==> src/rtl/xtb_pkg.sv <==
package xtb_pkg;

  typedef enum logic [1:0] {
    REG_STAMP = 2'd0,
    REG_DIV   = 2'd1,
    REG_GRAN  = 2'd2
  } xtb_reg_e;

  // Period of a pulse generator in common-clock ticks for a 3-bit code.
  function automatic logic [31:0] gran_ticks(input logic [2:0] code);
    logic [31:0] t;
    case (code)
      3'd0:    t = 32'd1;
      3'd1:    t = 32'd2;
      3'd2:    t = 32'd5;
      3'd3:    t = 32'd10;
      3'd4:    t = 32'd100;
      3'd5:    t = 32'd1000;
      3'd6:    t = 32'd10000;
      default: t = 32'd65535;
    endcase
    return t;
  endfunction

endpackage

==> src/rtl/xtb_divider.sv <==
module xtb_divider #(
  parameter int unsigned DIV_W = 9
) (
  input  logic             clk_i,
  input  logic             rst_ni,
  input  logic             en_i,
  input  logic [DIV_W-1:0] val_i,
  output logic             tick_o
);

  logic [DIV_W-1:0] cnt_q, cnt_d;
  logic             wrap;

  assign wrap   = (cnt_q >= val_i);
  assign tick_o = en_i & wrap;

  always_comb begin
    cnt_d = cnt_q;
    if (!en_i) begin
      cnt_d = '0;
    end else if (wrap) begin
      cnt_d = '0;
    end else begin
      cnt_d = cnt_q + 1'b1;
    end
  end

  always_ff @(posedge clk_i or negedge rst_ni) begin
    if (!rst_ni) cnt_q <= '0;
    else         cnt_q <= cnt_d;
  end

endmodule

==> src/rtl/xtb_pulse_gen.sv <==
module xtb_pulse_gen
  import xtb_pkg::*;
#(
  parameter int unsigned PER_W  = 16,
  parameter int unsigned GRAN_W = 3
) (
  input  logic              clk_i,
  input  logic              rst_ni,
  input  logic              run_i,
  input  logic              tick_i,
  input  logic              restart_i,
  input  logic [GRAN_W-1:0] code_i,
  output logic              pulse_o
);

  logic [PER_W-1:0] cnt_q, cnt_d;
  logic [PER_W-1:0] last;
  logic             pulse_q, pulse_d;
  logic             at_end;

  assign last   = PER_W'(gran_ticks(3'(code_i)) - 32'd1);
  assign at_end = (cnt_q >= last);

  always_comb begin
    cnt_d   = cnt_q;
    pulse_d = 1'b0;
    if (!run_i || restart_i) begin
      cnt_d = '0;
    end else if (tick_i) begin
      if (at_end) begin
        cnt_d   = '0;
        pulse_d = 1'b1;
      end else begin
        cnt_d = cnt_q + 1'b1;
      end
    end
  end

  always_ff @(posedge clk_i or negedge rst_ni) begin
    if (!rst_ni) begin
      cnt_q   <= '0;
      pulse_q <= 1'b0;
    end else begin
      cnt_q   <= cnt_d;
      pulse_q <= pulse_d;
    end
  end

  assign pulse_o = pulse_q;

endmodule

==> src/rtl/xtb_stamp.sv <==
module xtb_stamp #(
  parameter int unsigned STAMP_W  = 56,
  parameter int unsigned OUT_W    = 32,
  parameter int unsigned SHIFT_W  = 5,
  parameter int unsigned NUM_CH   = 3,
  parameter int unsigned MS_TICKS = 100
) (
  input  logic                            clk_i,
  input  logic                            rst_ni,
  input  logic                            run_i,
  input  logic                            tick_i,
  input  logic [NUM_CH-1:0][SHIFT_W-1:0]  shift_i,
  input  logic                            sel0_i,
  output logic [STAMP_W-1:0]              stamp_o,
  output logic [NUM_CH-1:0][OUT_W-1:0]    coarse_o
);

  localparam int unsigned PRE_W = (MS_TICKS > 1) ? $clog2(MS_TICKS) : 1;

  logic [STAMP_W-1:0] stamp_q, stamp_d;
  logic [PRE_W-1:0]   pre_q, pre_d;
  logic [OUT_W-1:0]   ms_q, ms_d;
  logic               ms_en;

  assign stamp_d = stamp_q + 1'b1;
  assign ms_en   = run_i & tick_i & (pre_q == PRE_W'(MS_TICKS - 1));
  assign ms_d    = ms_q + 1'b1;

  always_comb begin
    pre_d = pre_q;
    if (!run_i)       pre_d = '0;
    else if (ms_en)   pre_d = '0;
    else if (tick_i)  pre_d = pre_q + 1'b1;
  end

  always_ff @(posedge clk_i or negedge rst_ni) begin
    if (!rst_ni) begin
      stamp_q <= '0;
      pre_q   <= '0;
      ms_q    <= '0;
    end else begin
      stamp_q <= stamp_d;
      pre_q   <= pre_d;
      if (ms_en) ms_q <= ms_d;
    end
  end

  assign stamp_o = stamp_q;

  for (genvar k = 0; k < NUM_CH; k++) begin : g_ch
    logic [OUT_W-1:0] shifted;
    assign shifted = OUT_W'(stamp_q >> shift_i[k]);
    if (k == 0) begin : g_sel
      assign coarse_o[k] = sel0_i ? shifted : ms_q;
    end else begin : g_plain
      assign coarse_o[k] = shifted;
    end
  end

endmodule

==> src/rtl/xtal_timebase.sv <==
module xtal_timebase
  import xtb_pkg::*;
#(
  parameter int unsigned STAMP_W  = 56,
  parameter int unsigned OUT_W    = 32,
  parameter int unsigned NUM_GEN  = 3,
  parameter int unsigned DIV_W    = 9,
  parameter int unsigned SHIFT_W  = 5,
  parameter int unsigned GRAN_W   = 3,
  parameter int unsigned PER_W    = 16,
  parameter int unsigned MS_TICKS = 100
) (
  input  logic                            clk_i,
  input  logic                            rst_ni,
  input  logic                            cfg_we_i,
  input  logic [1:0]                      cfg_addr_i,
  input  logic [31:0]                     cfg_wdata_i,
  output logic [STAMP_W-1:0]              stamp_o,
  output logic [NUM_GEN-1:0][OUT_W-1:0]   coarse_o,
  output logic [NUM_GEN-1:0]              pulse_o
);

  localparam int unsigned SHIFT_STRIDE = 8;
  localparam int unsigned SEL_BIT      = 7;
  localparam int unsigned DIV_EN_BIT   = 31;

  logic [NUM_GEN-1:0][SHIFT_W-1:0] stamp_shift_q, stamp_shift_d;
  logic                            stamp_sel_q, stamp_sel_d;
  logic [DIV_W-1:0]                div_val_q, div_val_d;
  logic                            div_en_q, div_en_d;
  logic [NUM_GEN-1:0][GRAN_W-1:0]  gran_q, gran_d;
  logic                            gran_wr;
  logic                            com_tick;
  logic                            unused_wdata;

  assign unused_wdata = ^cfg_wdata_i;
  assign gran_wr      = cfg_we_i & (xtb_reg_e'(cfg_addr_i) == REG_GRAN);

  always_comb begin
    stamp_shift_d = stamp_shift_q;
    stamp_sel_d   = stamp_sel_q;
    div_val_d     = div_val_q;
    div_en_d      = div_en_q;
    gran_d        = gran_q;
    if (cfg_we_i) begin
      case (xtb_reg_e'(cfg_addr_i))
        REG_STAMP: begin
          for (int k = 0; k < NUM_GEN; k++) begin
            stamp_shift_d[k] = cfg_wdata_i[SHIFT_STRIDE*k +: SHIFT_W];
          end
          stamp_sel_d = cfg_wdata_i[SEL_BIT];
        end
        REG_DIV: begin
          div_val_d = cfg_wdata_i[DIV_W-1:0];
          div_en_d  = cfg_wdata_i[DIV_EN_BIT];
        end
        REG_GRAN: begin
          for (int k = 0; k < NUM_GEN; k++) begin
            gran_d[k] = cfg_wdata_i[GRAN_W*k +: GRAN_W];
          end
        end
        default: ;
      endcase
    end
  end

  always_ff @(posedge clk_i or negedge rst_ni) begin
    if (!rst_ni) begin
      stamp_shift_q <= '0;
      stamp_sel_q   <= 1'b0;
      div_val_q     <= '0;
      div_en_q      <= 1'b0;
      gran_q        <= '0;
    end else if (cfg_we_i) begin
      stamp_shift_q <= stamp_shift_d;
      stamp_sel_q   <= stamp_sel_d;
      div_val_q     <= div_val_d;
      div_en_q      <= div_en_d;
      gran_q        <= gran_d;
    end
  end

  xtb_divider #(.DIV_W(DIV_W)) u_div (
    .clk_i  (clk_i),
    .rst_ni (rst_ni),
    .en_i   (div_en_q),
    .val_i  (div_val_q),
    .tick_o (com_tick)
  );

  for (genvar g = 0; g < NUM_GEN; g++) begin : g_gen
    xtb_pulse_gen #(.PER_W(PER_W), .GRAN_W(GRAN_W)) u_pg (
      .clk_i     (clk_i),
      .rst_ni    (rst_ni),
      .run_i     (div_en_q),
      .tick_i    (com_tick),
      .restart_i (gran_wr),
      .code_i    (gran_q[g]),
      .pulse_o   (pulse_o[g])
    );
  end

  xtb_stamp #(
    .STAMP_W (STAMP_W),
    .OUT_W   (OUT_W),
    .SHIFT_W (SHIFT_W),
    .NUM_CH  (NUM_GEN),
    .MS_TICKS(MS_TICKS)
  ) u_stamp (
    .clk_i    (clk_i),
    .rst_ni   (rst_ni),
    .run_i    (div_en_q),
    .tick_i   (com_tick),
    .shift_i  (stamp_shift_q),
    .sel0_i   (stamp_sel_q),
    .stamp_o  (stamp_o),
    .coarse_o (coarse_o)
  );

endmodule

==> config.mk <==
export PLATFORM = sky130hd
export DESIGN_NAME = xtal_timebase
export DESIGN_NICKNAME = d
export VERILOG_FILES = /design/src/rtl/xtb_pkg.sv /design/src/rtl/xtb_divider.sv /design/src/rtl/xtb_pulse_gen.sv /design/src/rtl/xtb_stamp.sv /design/src/rtl/xtal_timebase.sv
export SDC_FILE = /design/constraint.sdc
export NUM_CORES = 1
export LEC_CHECK = 0
export ABC_AREA = 1
export BUFFER_PORTS_ARGS = -buffer_cell sky130_fd_sc_hd__buf_2
export CAP_MARGIN = 5
export CORE_MARGIN = 5
export CORE_UTILIZATION = 45
export CTS_BUF_LIST = sky130_fd_sc_hd__clkbuf_2
export DETAILED_ROUTE_END_ITERATION = 8
export GPL_TIMING_DRIVEN = 0
export PLACE_DENSITY = 0.71
export SLEW_MARGIN = 40
export SYNTH_ARGS = -nofsm -noshare
export SYNTH_HDL_FRONTEND = slang
export SYNTH_HIERARCHICAL = 1
export SYNTH_SLANG_ARGS = --single-unit
export TNS_END_PERCENT = 20
==> constraint.sdc <==
create_clock -name clk_i -period 5.4 [get_ports clk_i]
set_clock_uncertainty 0.2 [all_clocks]
set_input_delay 0.27 -clock clk_i [delete_from_list [all_inputs] [get_ports clk_i]]
set_output_delay 0.27 -clock clk_i [all_outputs]
set_load 0.01 [all_outputs]
==> results.md, run 1 <==
- Yosys warning total: 6
- Type of origin of the critical path: register
- Sum of buffers and inverters on the critical path: 3
- Remaining routing DRC violations: 0
- Final Hold Vio Count: 0
- Min Tclk post-route: 3.90 ns
- Register area share after synthesis: 22.6%
- Worst slew pin tran: 0.767 ns
- Final Power: 5760 µW
- Register Area: 4750 µm²
- Most used cell, CP: nand3_1
- CTS clk-pin slew, worst paths: 0.37 ns
- Final nets: 3950
- Vias in the first global route: 23700
- Initial core utilization: 45.4%
- Layout cells sized above 1: 11.9%
- Multi-input gate area: 14400 µm²
- CTS tree: yes
- Global-route wire length before repair: 136000 µm
- Initial DRT Pass Iterations: 8
- Gr ovfl total: 0
- Per-cell routed wire length: 20.2 µm
- Cell Pwr Density: 242 nW/µm²
- Number of gates resized after cts: 0
- CP Class: reg -> out
- Crit path capture type: output port
- Worst rel slew slack: 48.9%
- Die Area: 51200 µm²
- FFs w/ async S/R, synth: 100%
- Post-synth cell types: 41
- Post-synth EDFFs: 0
- Detail Route Antenna Nets: 0
- DR vias/cell: 5.84
- Hold_buf cts: 70
- Final std cell area, no fill: 23800 µm²
- Leak: 0.0123 µW
- WP data required: 4.93 ns
- Largest net degree at the start of global routing: 54
- CP max stage delay: 0.76 ns
- Minimum setup slack after placement: 2.10 ns
- Top cells by instance count after synthesis: nand2_1 (1251), nand3_1 (883), inv_1 (198), nor2_1 (197), dfrtp_1 (190)
- Status: finished clean
- Prevailing post-synth register cell: dfrtp_1
- Clock Latency Late Sink: 1.06 ns
- Fill count: 5062
- Vias: 26100
- Root Driver: clkbuf_2
- Final wirelength: 90300 µm
- Core area: 46400 µm²
- Mapped Area: 21000 µm²
- Setup TNS: 0 ns
- CTS sink cnt: 190
- Fin crit share: 72.3%
- I/O pin total: 192
- Post-synthesis area per instance: 5.88 µm²
- HP Class: reg -> reg
- Achievable Freq: 0.256 GHz
- Top delay family on crit path: flip-flops
- Crit path max-delay cell type: dfrtp_1
- Total global-route track usage: 34.2%
- # Max-Cap Violations: 0
- Synth area leaders: dfrtp_1 (23%), nand2_1 (22%), nand3_1 (21%), ha_1 (4.0%), inv_1 (3.5%)
- Layout area overhead: 13.1%
- Post-placement cell area: 22800 µm²
- Syn_nets: 3680
- Peak supply drop: 0.147 mV
- RSZ-0062 raised after global routing: no
- Critical-path cell list: inv_1 -> o21ai_0 -> nand3_1 -> nand2_1 -> inv_1 -> nand3_1 -> nand3_1 -> nand2_1 -> buf_2
- Rows: 79
- Crit Path Max Fanout: 7
- Crit path DAT: 3.43 ns
- Post-synth top area share: 22.6%
- Initial antenna violation count: 3
- DP Wirelength: 70400 µm
- Die Span X: 226 µm
- IO Port Bufs: 178
- Max Transition Viols Final: 0
- Die Ht: 226 µm
- Clock Path Buffers: 2
- Yosys reg bits: 190
- Cells after DPL: 4364
- H-tree lvl count: 4
- Most frequent cell after synthesis: nand2_1
- Post-Layout Cell Count: 4469
- Post-synth top area cell: dfrtp_1
- Post-CTS setup buffer count: 0
- Syn Inst Count: 3576
- Final Setup Violations: 0
- Setup ws final: 1.50 ns
- Cts bufs inserted: 17
- Initial DRC count: 3157
- GPL Wtd Cong: 1.06
==> per-stage QoR <==
stage / utilization, % / hold WS, ns
detailed placement: 49.2 / -0.0108
global placement: 48.9 / 0.257
global route: 51.3 / 0.269
CTS: 51.3 / 0.227
finish: 51.3 / 0.310
floorplan: - / -0.226
==> area by class of cell <==
cell class | count | share of cell area (%)
Inverter | 224 | 3.53
Antenna cell | 3 | 0.0315
Multi-Input combinational cell | 2950 | 60.5
Clock inverter | 15 | 0.836
Sequential cell | 190 | 20.0
Tap cell | 607 | 3.19
Timing Repair Buffer | 251 | 7.15
Clock buffer | 17 | 0.358
Buffer | 212 | 4.40
==> layer usage <==
layer,track usage [%],vias to the layer above,part of all wire (%)
met5,0,-,0
met4,15.0,0,5.4
met3,6.01,306,9.5
met2,55.1,1546,45
met1,45.2,11900,40
li1,-,12400,-
==> sequential cells by signal, indices dropped and copies added, names as in the netlist <==
signal	cells
div_en_q	1
div_val_q	9
g_gen.u_pg/cnt_q	48
g_gen.u_pg/pulse_o	3
gran_q	9
stamp_sel_q	1
stamp_shift_q	15
u_div/cnt_q	9
u_stamp/ms_q	32
u_stamp/pre_q	7
u_stamp/stamp_o	56
==> cells in the final DEF (no fill, tap or decap), types with 4 or more instances in the layout <==
| cell | n |
|---|---|
| xor2_1 | 71 |
| buf_1 | 36 |
| or2_2 | 20 |
| o21ai_2 | 5 |
| clkinv_1 | 9 |
| nand2_2 | 16 |
| nor2_2 | 20 |
| nor3_2 | 14 |
| a21oi_1 | 33 |
| nand3_2 | 7 |
| buf_4 | 18 |
| buf_6 | 8 |
| xnor2_1 | 34 |
| or2_1 | 10 |
| clkbuf_2 | 20 |
| buf_2 | 272 |
| clkbuf_1 | 52 |
| buf_16 | 4 |
| ha_1 | 67 |
| inv_2 | 17 |
| nand4_1 | 103 |
| dlygate4sd3_1 | 69 |
| a21boi_0 | 4 |
| o22ai_1 | 4 |
| o21ai_1 | 22 |
| clkinv_8 | 4 |
| dfrtp_1 | 190 |
| nor3_1 | 27 |
| nor2_1 | 197 |
| o21ai_0 | 121 |
| nand3_1 | 883 |
| nor2_4 | 13 |
| inv_1 | 198 |
| nand2_4 | 4 |
| inv_8 | 5 |
| nand2_1 | 1251 |
| o211ai_1 | 7 |
==> where the power goes <==
part	internal (µW)	switching (µW)	leakage, µW	total, µW
clock	184	682	0.000162	865
sequential	1480	68.7	0.00259	1540
combinational	1070	2280	0.00951	3350
==> kinds of logic after synthesis <==
| logic type | Yosys count | share of synthesized area [%] |
|---|---|---|
| XOR/XNOR | 105 | 4.37 |
| adder cells (fa/ha/maj) | 67 | 3.98 |
| AO/OA/AOI/OAI | 202 | 5.12 |
| flip-flops | 190 | 22.6 |
| AND/OR/NAND/NOR | 2576 | 55.0 |
| buffers and inverters | 436 | 8.97 |
==> worst register-to-register path, stage by stage (launching register included) <==
cell and delay, ns:
dfrtp_1 0.56, nand2_1 0.12, inv_1 0.10, nand2_1 0.15, o21ai_0 0.10, inv_1 0.11, ha_1 0.15, inv_1 0.05
nor3_1 0.35, nor2_1 0.11, inv_1 0.09, o31ai_1 0.08, ha_1 0.28, nand2_1 0.06, inv_1 0.03, nand2_1 0.07
nor2_1 0.05, nor2_1 0.08, nand2_1 0.06, nand2_2 0.14, buf_2 0.24, nand4_1 0.11, nand2_1 0.07
==> final timing paths <==
kind	depth (start not counted)	from	slack, ns	to
worst max-delay path	9	u_stamp/stamp_o[55]	1.50	coarse_o[25]
worst min-delay path	1	u_div/cnt_q[0]	0.31	u_div/cnt_q[0]
worst max register to register	22	gran_q[5]	1.94	g_gen[1].u_pg/cnt_q[12]
worst min register to register	1	u_div/cnt_q[0]	0.31	u_div/cnt_q[0]
max in group asynchronous	7	rst_ni	3.58	u_stamp/stamp_o[13]
min in group asynchronous	5	rst_ni	0.55	gran_q[0]
Power figures use the tool's default switching activity.
==> run 2, diff against run 1 <==
ABC_AREA = 0   (was 1)
PLACE_DENSITY = 0.74   (was 0.71)
clock period = 3.2 ns   (was 5.4 ns; I/O delays follow)
==> run 2 against run 1 <==
The flow now finishes with violations (setup timing). Core utilization is 7.7 points higher. Flip-flop and latch count stayed put. Cell count is 36% lower. Register-to-register slack worse by 2.2 ns. Combinational power is 40% higher. Setup slack worse by 2.0 ns. Total power is 51% higher. Clock-buffer cell count stayed put.
==> results.md, run 2 <==
- Violated checks: setup timing
- Hold worst-path end: stamp_shift_q[0]
- Top cells by instance count after synthesis: nand2_1 (202), dfrtp_1 (190), mux4_2 (171), mux2i_1 (127), clkbuf_1 (113)
- Minimum setup slack after placement: -0.614 ns (-2.71 ns)
- Worst slew pin tran: 0.794 ns (+0.0273 ns)
- Core area: 41800 µm² (-9.9%)
- Sw Ratio: 42.1% (-11 points)
- Max reg flops: 56 (unchanged)
- Most frequent cells in the layout: buf_2 (192), nand2_1 (188), mux4_2 (171)
- Detail Route Antenna Nets: 0 (unchanged)
- Post-synthesis area per instance: 9.71 µm² (+65%)
- Rows: 75 (-5.1%)
- Pint: 5030 µW (+84%)
- Syn Inst Count: 1949 (-45%)
- Worst Hold Launch: cfg_we_i
- Die Ht: 215 µm (-4.9%)
- I/O pin total: 192 (unchanged)
- Most frequent cell after synthesis: nand2_1
- # Max-Cap Violations: 0 (unchanged)
- Register share of total power: 30.5% (+3.7 points)
- Flop2flop setup slack: -0.27 ns (-2.21 ns)
- Initial DRC count: 2839 (-10%)
- CTS clk-pin slew, worst paths: 0.33 ns (-0.04 ns)
- RSZ-0062 raised after global routing: yes
- IO Port Bufs: 178 (unchanged)
- Root Driver: clkbuf_2
- Final core utilization: 59.0% (+7.7 points)
- FF-to-FF End: g_gen[0].u_pg/cnt_q[9]
- Post-synth cell types: 72 (+76%)
- Worst R2R Path Depth: 16 (-27%)
- Die Span X: 215 µm (-4.9%)
- FFs w/ async S/R, synth: 100% (unchanged)
- Setup ws final: -0.526 ns (-2.02 ns)
- Initial antenna violation count: 3 (unchanged)
- Final std cell area, no fill: 24600 µm² (+3.6%)
- Switching pwr: 3660 µW (+21%)
- CTS sink cnt: 190 (unchanged)
- HP Class: in -> reg
- Final Setup Violations: 150 (+150)
- Vias in the first global route: 18700 (-21%)
- Largest net degree at the start of global routing: 62 (+15%)
- Layout area overhead: 30.2%
- Yosys reg bits: 190 (unchanged)
- Total global-route track usage: 30.1% (-4.1 points)
- WP data required: 2.84 ns (-2.09 ns)
- R2r startpoint: gran_q[1]
- Post-placement cell area: 20600 µm² (-9.5%)
- Fin crit share: 116%
- Vias: 19300 (-26%)
- Leak: 0.0105 µW (-14%)
- H-tree lvl count: 4 (unchanged)
- Prevailing post-synth register cell: dfrtp_1
- Crit path DAT: 3.37 ns (-0.06 ns)
- Initial core utilization: 45.3% (-0.050 points)
- Crit path capture type: output port
- CP Class: reg -> out
- Register area share after synthesis: 25.1% (+2.5 points)
- Global-route wire length before repair: 110000 µm (-19%)
- Clock power share: 15.4% (+0.4 points)
- DP Wirelength: 52500 µm (-25%)
- Clock Path Buffers: 2 (unchanged)
- Fill count: 3438 (-32%)
- Yosys warning total: 6 (unchanged)
- CTS tree: yes
- Final Hold Vio Count: 0 (unchanged)
- Layout cells sized above 1: 42.4% (+30 points)
- Clock Latency Late Sink: 0.97 ns (-0.09 ns)
- GPL Wtd Cong: 0.987 (-6.7%)
- Type of origin of the critical path: register
- Final nets: 2418 (-39%)
- Die Area: 46300 µm² (-9.6%)
- Post-synth top area share: 25.1% (+2.5 points)
- Initial DRT Pass Iterations: 8 (unchanged)
- Syn_nets: 2053 (-44%)
- Cts bufs inserted: 17 (unchanged)
- Gr ovfl total: 0 (unchanged)
- Max Transition Viols Final: 0 (unchanged)
- Crit Path Max Fanout: 5 (-2)
- Status: finished, violations left
- Synth area leaders: dfrtp_1 (25%), mux4_2 (20%), mux2i_1 (6.7%), mux2_2 (5.1%), ha_1 (4.4%)
- Cells after DPL: 2669 (-39%)
- Most common cell after layout, fill and taps aside: buf_2
- Post-synth top area cell: dfrtp_1
- Worst rel slew slack: 47.1% (-1.8 points)
- Final wirelength: 73500 µm (-19%)
- Mapped Area: 18900 µm² (-10%)
- Achievable Freq: 0.268 GHz
- Worst Hold Depth: 4 (+3)
- Remaining routing DRC violations: 0 (unchanged)
- Post-synth EDFFs: 0 (unchanged)
- Combinational power share: 54.1% (-4.0 points)
- Peak supply drop: 0.245 mV (+67%)
- Cell Pwr Density: 352 nW/µm² (+46%)
- Post-Layout Cell Count: 2870 (-36%)
- Per-cell routed wire length: 25.6 µm (+27%)
- Min Tclk post-route: 3.73 ns
- DR vias/cell: 6.73 (+15%)
run 2: cell types whose count changed after synthesis, moves of 85 or more:
cell,before,now
inv_1,198,61
mux2_2,0,85
mux2i_1,0,127
mux4_2,0,171
nand2_1,1251,202
nand3_1,883,73
nor2_1,197,103
run 2: what timing repair did:
action,in CTS,in global routing
pin swaps,39,60
gates resized for setup,418,219
gates cloned,11,7
endpoints found under the hold margin,236,0
buffers inserted,56,33
setup endpoints to repair,182,173
hold buffers,61,0
run 2: logic make-up (layout without fill, tap and decap cells):
family,count (synthesis),in the layout,share of synthesized area (%)
other,0,4,0
adder cells (fa/ha/maj),67,67,4.43
buffers and inverters,247,625,5.57
AO/OA/AOI/OAI,366,366,12.3
flip-flops,190,190,25.1
XOR/XNOR,95,95,4.40
AND/OR/NAND/NOR,601,601,16.0
multiplexers,383,383,32.1
run 2: critical path, stage by stage, from the launching register on:
cell      delay (ns)
dfrtp_2         0.53
buf_12          0.15
mux4_2          0.55
mux2_4          0.31
a222oi_1        0.46
o221ai_1        0.23
buf_2           0.20
run 2: power groups by stage:
| stage | registers (µW) | clock network [µW] | logic, µW |
|---|---|---|---|
| after floorplan | 2610 | 0 | 2410 |
| after global placement | 2650 | 0 | 3270 |
| after detailed placement | 2660 | 0 | 3340 |
| after CTS | 2640 | 1380 | 4260 |
| after global routing | 2670 | 1480 | 4960 |
| final | 2650 | 1340 | 4700 |
run 2: metal layers:
| layer | vias to the layer above | wire [µm] | GRT usage, % |
|---|---|---|---|
| met5 | - | 0 | 0 |
| met4 | 0 | 4090 | 13.6 |
| met3 | 314 | 9140 | 8.85 |
| met2 | 1499 | 34200 | 48.5 |
| met1 | 9377 | 26000 | 37.7 |
| li1 | 8115 | - | - |
run 2: worst max path at each step:
stage	from	endpoint	slack [ns]	cells past startpoint
global placement	rst_ni	u_stamp/stamp_o[12]	-1.47	1
CTS	stamp_shift_q[1]	coarse_o[5]	-0.53	6
floorplan	gran_q[5]	g_gen[1].u_pg/cnt_q[11]	0.003	15
detailed placement	u_div/cnt_q[4]	u_stamp/ms_q[29]	-0.61	13
finish	stamp_shift_q[1]	coarse_o[13]	-0.53	6
global route	stamp_shift_q[1]	coarse_o[5]	-0.70	6
run 2: area by class of cell:
| cell class | instances | area [µm²] | share of cell area (%) |
|---|---|---|---|
| clock inverters | 15 | 173 | 0.701 |
| diodes | 4 | 10.0 | 0.0406 |
| repair buffers | 347 | 2850 | 11.6 |
| multi-input cells | 1512 | 14400 | 58.5 |
| flip-flops and latches | 190 | 4800 | 19.5 |
| inverters | 63 | 239 | 0.970 |
| well taps | 539 | 674 | 2.74 |
| clock buffers | 17 | 85.1 | 0.345 |
| plain buffers | 183 | 1390 | 5.64 |
run 2: per-stage QoR:
stage / TNS, ns / hold slack [ns] / total power (µW)
CTS: -47.99 / 0.0383 / 8280
global route: -64.75 / 0.0269 / 9100
global placement: -296.78 / 0.195 / 5920
finish: -40.95 / 0.116 / 8680
detailed placement: -28.00 / -0.168 / 6000
floorplan: 0 / -0.336 / 5020
